--- config.mk ---
export PLATFORM = sky130hd
export DESIGN_NAME = rss_unit
export DESIGN_NICKNAME = d
export VERILOG_FILES = /design/src/rtl/rss_pkg.sv /design/src/rtl/rss_decode.sv /design/src/rtl/rss_datapath.sv /design/src/rtl/rss_flags.sv /design/src/rtl/rss_unit.sv
export SDC_FILE = /design/constraint.sdc
export NUM_CORES = 1
export LEC_CHECK = 0
export ABC_AREA = 1
export CORE_MARGIN = 10
export CORE_UTILIZATION = 33
export DETAILED_ROUTE_END_ITERATION = 7
export PLACE_DENSITY = 0.86
export SYNTH_ARGS = -nofsm -noshare
export SYNTH_HDL_FRONTEND = slang
export SYNTH_SLANG_ARGS = --single-unit
--- constraint.sdc ---
create_clock -name vclk -period 1.3
set_input_delay 0.195 -clock vclk [all_inputs]
set_output_delay 0.195 -clock vclk [all_outputs]
set_load 0.1 [all_outputs]
--- src/rtl/rss_pkg.sv ---
// Shared types and flag layout for the rotate/shift/swap unit.
// Assumes an 8-bit flag byte with the four live flags in the upper nibble.
package rss_pkg;

    typedef enum logic [2:0] {
        OP_ROT_L_CIRC  = 3'd0,
        OP_ROT_R_CIRC  = 3'd1,
        OP_ROT_L_CARRY = 3'd2,
        OP_ROT_R_CARRY = 3'd3,
        OP_SHIFT_L     = 3'd4,
        OP_SHIFT_R_ARI = 3'd5,
        OP_NIB_SWAP    = 3'd6,
        OP_SHIFT_R_LOG = 3'd7
    } rss_op_e;

    localparam int FLAG_W  = 8;
    localparam int FLAG_ZB = 7;
    localparam int FLAG_NB = 6;
    localparam int FLAG_HB = 5;
    localparam int FLAG_CB = 4;

endpackage

--- src/rtl/rss_decode.sv ---
// Opcode decoder: splits the opcode into operation group, destination
// index and out-of-range indication. Assumes the group field sits directly
// above the index field and that any bit above the group field is out of range.
module rss_decode
    import rss_pkg::*;
#(
    parameter int IDX_W = 3,
    parameter int OPC_W = 8
) (
    input  logic [OPC_W-1:0] op_code,
    output rss_op_e          op_sel,
    output logic [IDX_W-1:0] dest_idx,
    output logic             out_of_range
);

    localparam int GRP_LO = IDX_W;
    localparam int GRP_HI = IDX_W + 2;

    // Field extraction from the opcode byte.
    always_comb begin
        dest_idx     = op_code[IDX_W-1:0];
        op_sel       = rss_op_e'(op_code[GRP_HI:GRP_LO]);
        out_of_range = |op_code[OPC_W-1:GRP_HI+1];
    end

endmodule

--- src/rtl/rss_datapath.sv ---
// Data path: produces the shifted/rotated/swapped value and the new carry
// for the selected operation. Assumes an even data width for the nibble swap.
module rss_datapath
    import rss_pkg::*;
#(
    parameter int DATA_W = 8
) (
    input  rss_op_e           op_sel,
    input  logic [DATA_W-1:0] operand,
    input  logic              carry_in,
    output logic [DATA_W-1:0] shifted,
    output logic              carry_out
);

    localparam int MSB  = DATA_W - 1;
    localparam int HALF = DATA_W / 2;

    // Per-operation result and carry selection.
    always_comb begin
        shifted   = operand;
        carry_out = 1'b0;
        unique case (op_sel)
            OP_ROT_L_CIRC: begin
                shifted   = {operand[MSB-1:0], operand[MSB]};
                carry_out = operand[MSB];
            end
            OP_ROT_R_CIRC: begin
                shifted   = {operand[0], operand[MSB:1]};
                carry_out = operand[0];
            end
            OP_ROT_L_CARRY: begin
                shifted   = {operand[MSB-1:0], carry_in};
                carry_out = operand[MSB];
            end
            OP_ROT_R_CARRY: begin
                shifted   = {carry_in, operand[MSB:1]};
                carry_out = operand[0];
            end
            OP_SHIFT_L: begin
                shifted   = {operand[MSB-1:0], 1'b0};
                carry_out = operand[MSB];
            end
            OP_SHIFT_R_ARI: begin
                shifted   = {operand[MSB], operand[MSB:1]};
                carry_out = operand[0];
            end
            OP_NIB_SWAP: begin
                shifted   = {operand[HALF-1:0], operand[MSB:HALF]};
                carry_out = 1'b0;
            end
            OP_SHIFT_R_LOG: begin
                shifted   = {1'b0, operand[MSB:1]};
                carry_out = operand[0];
            end
            default: begin
                shifted   = operand;
                carry_out = 1'b0;
            end
        endcase
    end

    // Per-operation invariants on the produced value.
    always_comb begin
        if (op_sel == OP_SHIFT_R_ARI)
            assert_sign_kept_R7: assert (shifted[MSB] == operand[MSB]);
        if (op_sel == OP_NIB_SWAP)
            assert_nibble_move_R8: assert (shifted[HALF-1:0] == operand[MSB:HALF] && !carry_out);
        if (op_sel == OP_ROT_L_CARRY)
            assert_old_carry_R4: assert (shifted[0] == carry_in);
    end

endmodule

--- src/rtl/rss_flags.sv ---
// Flag builder: packs zero, subtract, half-carry and carry into the flag byte.
// Assumes the subtract and half-carry flags are always cleared by this unit.
module rss_flags
    import rss_pkg::*;
#(
    parameter int DATA_W = 8
) (
    input  logic [DATA_W-1:0] shifted,
    input  logic              carry_out,
    output logic [FLAG_W-1:0] flags_new
);

    // Flag byte assembly from the produced value.
    always_comb begin
        flags_new          = '0;
        flags_new[FLAG_ZB] = (shifted == '0);
        flags_new[FLAG_NB] = 1'b0;
        flags_new[FLAG_HB] = 1'b0;
        flags_new[FLAG_CB] = carry_out;
    end

endmodule

--- src/rtl/rss_unit.sv ---
// Top of the prefixed rotate/shift/swap unit. Purely combinational: the
// core presents opcode, operand and flags and takes the result in the same
// cycle. Out-of-range opcodes pass operand and flags through untouched.
module rss_unit
    import rss_pkg::*;
#(
    parameter int DATA_W = 8,
    parameter int IDX_W  = 3,
    localparam int OPC_W = IDX_W + 5
) (
    input  logic [OPC_W-1:0]  op_code,
    input  logic [DATA_W-1:0] operand,
    input  logic [FLAG_W-1:0] flags_in,
    output logic [DATA_W-1:0] result,
    output logic [IDX_W-1:0]  dest_idx,
    output logic [FLAG_W-1:0] flags_out,
    output logic              out_of_range
);

    rss_op_e           op_sel;
    logic [DATA_W-1:0] shifted;
    logic              carry_out;
    logic [FLAG_W-1:0] flags_new;

    rss_decode #(.IDX_W(IDX_W), .OPC_W(OPC_W)) u_decode (
        .op_code      (op_code),
        .op_sel       (op_sel),
        .dest_idx     (dest_idx),
        .out_of_range (out_of_range)
    );

    rss_datapath #(.DATA_W(DATA_W)) u_datapath (
        .op_sel    (op_sel),
        .operand   (operand),
        .carry_in  (flags_in[FLAG_CB]),
        .shifted   (shifted),
        .carry_out (carry_out)
    );

    rss_flags #(.DATA_W(DATA_W)) u_flags (
        .shifted   (shifted),
        .carry_out (carry_out),
        .flags_new (flags_new)
    );

    // Output selection between computed values and pass-through.
    always_comb begin
        if (out_of_range) begin
            result    = operand;
            flags_out = flags_in;
        end else begin
            result    = shifted;
            flags_out = flags_new;
        end
    end

    // Cross-module consistency checks at the ports.
    always_comb begin
        assert_dest_R1: assert (dest_idx == op_code[IDX_W-1:0]);
        assert_range_R11: assert (out_of_range == (op_code >= OPC_W'(64)));
        if (out_of_range)
            assert_bypass_R11: assert (result == operand && flags_out == flags_in);
        else begin
            assert_zero_R10: assert (flags_out[FLAG_ZB] == (result == '0));
            assert_low_clear_R10: assert (flags_out[3:0] == 4'b0 && !flags_out[FLAG_NB] && !flags_out[FLAG_HB]);
        end
    end

endmodule

==> results of run 1 <==
## Yosys cell counts
cell type and number:
clkbuf_1 2, o21ai_1 1, inv_2 2, nand3_1 7, nand4_1 3, buf_2 2
nand2_2 1, o21bai_1 1, nand2_1 37, buf_4 3, a31oi_1 1, inv_1 18
a21oi_1 1, o21ai_0 8, nor2_1 26, nor3_1 1
## cells by family after synthesis
| logic type | share of synthesized area |
|---|---|
| simple gates | 0.6276 |
| buf+inv | 0.2396 |
| compound gates | 0.1328 |
## stage by stage
stage | worst slack, ns | cells | TNS, ns | hold slack (ns) | cell area (um^2)
2_1_floorplan | -0.1758 | 114 | -1.624 | 0.6015 | 725.7
3_3_place_gp | -0.6467 | 181 | -6.844 | 0.3912 | 1365
==> results by group, run 1 <==
Yosys
  – Top cells by area, synth: nand2_1 29%, nor2_1 20%, inv_1 14%, o21ai_0 8.3%, nand3_1 7.3%
  – Distinct cells, synth: 16
  – Cell accounting for the most synthesized area: nand2_1
  – Post-Syn Area: 480.5 um^2
  – Post-synthesis sequential area ratio: 0
  – Synth Net Count: 138
  – Warning count from the yosys run: 0
  – Post-Synthesis Cells: 114
  – Post-synthesis average cell area: 4.215 um^2
  – Top-area cell type share of the netlist area: 0.2891

Placement
  – RePlAce Congestion: 0.8936
  – Port Buffers: 38

Run status
  – First Err: [ERROR DPL-0038] Utilization greater than 100%, impossible to legalize
  – Status: did not finish
  – Exit stage: 3_5_place_dp

Floorplanning
  – Die span in y: 58.16 um
  – Die X: 58.16 um
  – Initial Utilization: 0.3602
  – # IOs: 44
  – Num rows: 13
==> run 2, diff against run 1 <==
--- a/config.mk
+++ b/config.mk
@@ -6,10 +6,10 @@
 export NUM_CORES = 1
 export LEC_CHECK = 0
 export ABC_AREA = 1
-export CORE_MARGIN = 10
-export CORE_UTILIZATION = 33
+export CORE_AREA = 10 10 71 73
 export DETAILED_ROUTE_END_ITERATION = 7
-export PLACE_DENSITY = 0.86
+export DIE_AREA = 0 0 81 83
+export PLACE_DENSITY_LB_ADDON = 0.15
 export SYNTH_ARGS = -nofsm -noshare
 export SYNTH_HDL_FRONTEND = slang
 export SYNTH_SLANG_ARGS = --single-unit
==> results by group, run 2 <==
Placement
  – Placed cells: 217
  – DP Worst Slack: -0.7283 ns
  – RePlAce Congestion: 0.8274
  – DP HPWL: 2225 um
  – Port Buffers: 38

STA
  – Fin. max-slew vios: 0
  – Final Hold Vio Count: 0
  – Final setup violation count: 9
  – Min Clock Period, post-route: 1.463 ns
  – Post-route clock period utilization: 1.125
  – Fin worst setup slack: -0.1625 ns
  – Highest clock rate: 683.7 MHz
  – Normalized max-slew margin: 0.8482
  – Setup TNS: -0.9381 ns
  – RSZ-0062 raised after global routing: yes
  – Worst hold slack: 0.3900 ns
  – Worst slew pin tran: 0.2264 ns

Drt
  – WL/cell: 11.54 um
  – DR vias/cell: 4.045
  – Residual DRC count: 0
  – Via count: 894
  – DRT iter0 DRCs: 20
  – First-pass iteration count of the detailed router: 6
  – Detail Route Antenna Nets: 0
  – WL final: 2551 um

Worst setup path
  – WP buf/inv: 3
  – Crit-path leading delay family: simple AND/OR/NAND/NOR gates
  – CP Launch Type: input pin
  – Critical Path AT: 1.27 ns
  – Crit path launch: op_code[3]
  – Crit path kind: in2out
  – Crit path max-delay cell type: buf_12
  – CP cell instances: buf_12 -> buf_6 -> nand2_1 -> o21ai_2 -> nor2_2 -> nand2_1 -> nor2_2 -> nand3_2 -> nand2_4 -> buf_12
  – CP Max Fanout: 6
  – Worst setup EP type: output port
  – Worst path required time: 1.11 ns
  – Slowest stage delay, CP: 0.17 ns

Cells and area
  – Reg area: 0 um^2
  – Area Overhead vs Synth: 223.7%
  – Non-Filler Instances: 221
  – # clk buffers: 0
  – Antenna diode count: 0
  – FFs & Latches: 0
  – Final net count: 199
  – Layout cells sized above 1: 0.6301
  – Commonest non-fill, non-tap cell in the layout: nand2_1
  – Most frequent cells in the layout: 32 x nand2_1, 22 x buf_4, 20 x buf_12

GRT
  – First-pass GRT wire length: 4554 um
  – Vias in the first global route: 955
  – Tot GR Track Use: 0.07803
  – Total gr overflow: 0
  – Largest net degree at the start of global routing: 15
  – Initial antenna violation count: 0

Worst hold path
  – Hold Path Origin: op_code[0]
  – Worst hold path class: in2out

Floorplanning
  – Die span in y: 83 um
  – Die ar.: 6723 um^2
  – Num rows: 22
  – Die X: 81 um
  – # IOs: 44
  – Initial Utilization: 0.1322
  – Total core area: 3633 um^2

Flow run
  – Max-cap violations: 0

Run status
  – Violated checks: setup timing
  – Status: finished, violations left

Yosys
  – Synth Net Count: 138
  – Post-synthesis average cell area: 4.215 um^2
  – Post-Syn Area: 480.5 um^2
  – Post-Synthesis Cells: 114
  – Top-area cell type share of the netlist area: 0.2891
  – Distinct cells, synth: 16
  – Warning count from the yosys run: 0
  – Post-synthesis sequential area ratio: 0
  – Cell accounting for the most synthesized area: nand2_1
  – Top-count cell post-synth: nand2_1
  – Top cells by area, synth: nand2_1 29%, nor2_1 20%, inv_1 14%, o21ai_0 8.3%, nand3_1 7.3%
  – Most frequent cells after synthesis: 37 x nand2_1, 26 x nor2_1, 18 x inv_1

Power and ir drop
  – Maximum vdd drop: 0.3038 mV
  – Total chip power: 0.0009046 W
  – Power density cells: 581.6 nW/um^2
  – Leak: 0.7409 nW

Clock network
  – CTS Hold Bufs: 0
run 2: cell counts after synthesis:
Identical to the previous run, type by type.
run 2: final timing paths:
check / end / slack [ns] / cells after the start
setup / recovery: flags_out[7] / -0.16 / 10
hold / removal: dest_idx[0] / 0.39 / 0
run 2: cells by family after synthesis:
| family | synth area share |
|---|---|
| AOI/OAI and AO/OA | 0.1328 |
| buffers and inverters | 0.2396 |
| and+or+nand+nor | 0.6276 |
run 2: layer usage:
layer / wire length, um / global-route usage / share of wire / vias up
li1: - / - / - / 462
met1: 1001 / 0.08775 / 0.39 / 402
met2: 1282 / 0.1405 / 0.50 / 30
met3: 268 / 0.03125 / 0.11 / 0
met4: 0 / 0 / 0 / 0
met5: 0 / 0 / 0 / -
run 2: repair_timing:
action                                 CTS  global route
gates resized for setup                 86             6
pin swaps                               21             8
setup buffers                            4             1
endpoints found under the hold margin    0             0
cloned                                   1             0
setup endpoints to repair               17            10
run 2: per-stage QoR:
step | instance area [um^2] | utilization
after floorplan | 725.7 | -
after global placement | 1454 | 0.4001
after detailed placement | 1454 | 0.4001
after CTS | 1521 | 0.4187
after global routing | 1555 | 0.4280
final | 1555 | 0.4280
run 2: cell type report:
| cell class | count | area [um^2] |
|---|---|---|
| Multi-Input combinational cell | 87 | 620.6 |
| Inverter | 20 | 88.84 |
| Timing Repair Buffer | 65 | 778.2 |
| Timing Repair inverter | 1 | 7.507 |
| Fill cell | 390 | 2078 |
| Tap cell | 48 | 60.06 |
run 2: report_power, final:
group	internal [W]	total [W]	switching (W)
clock network	0	0	0
registers	0	0	0
logic	0.000366	0.000905	0.000539
(Power assumes the default switching activity.)
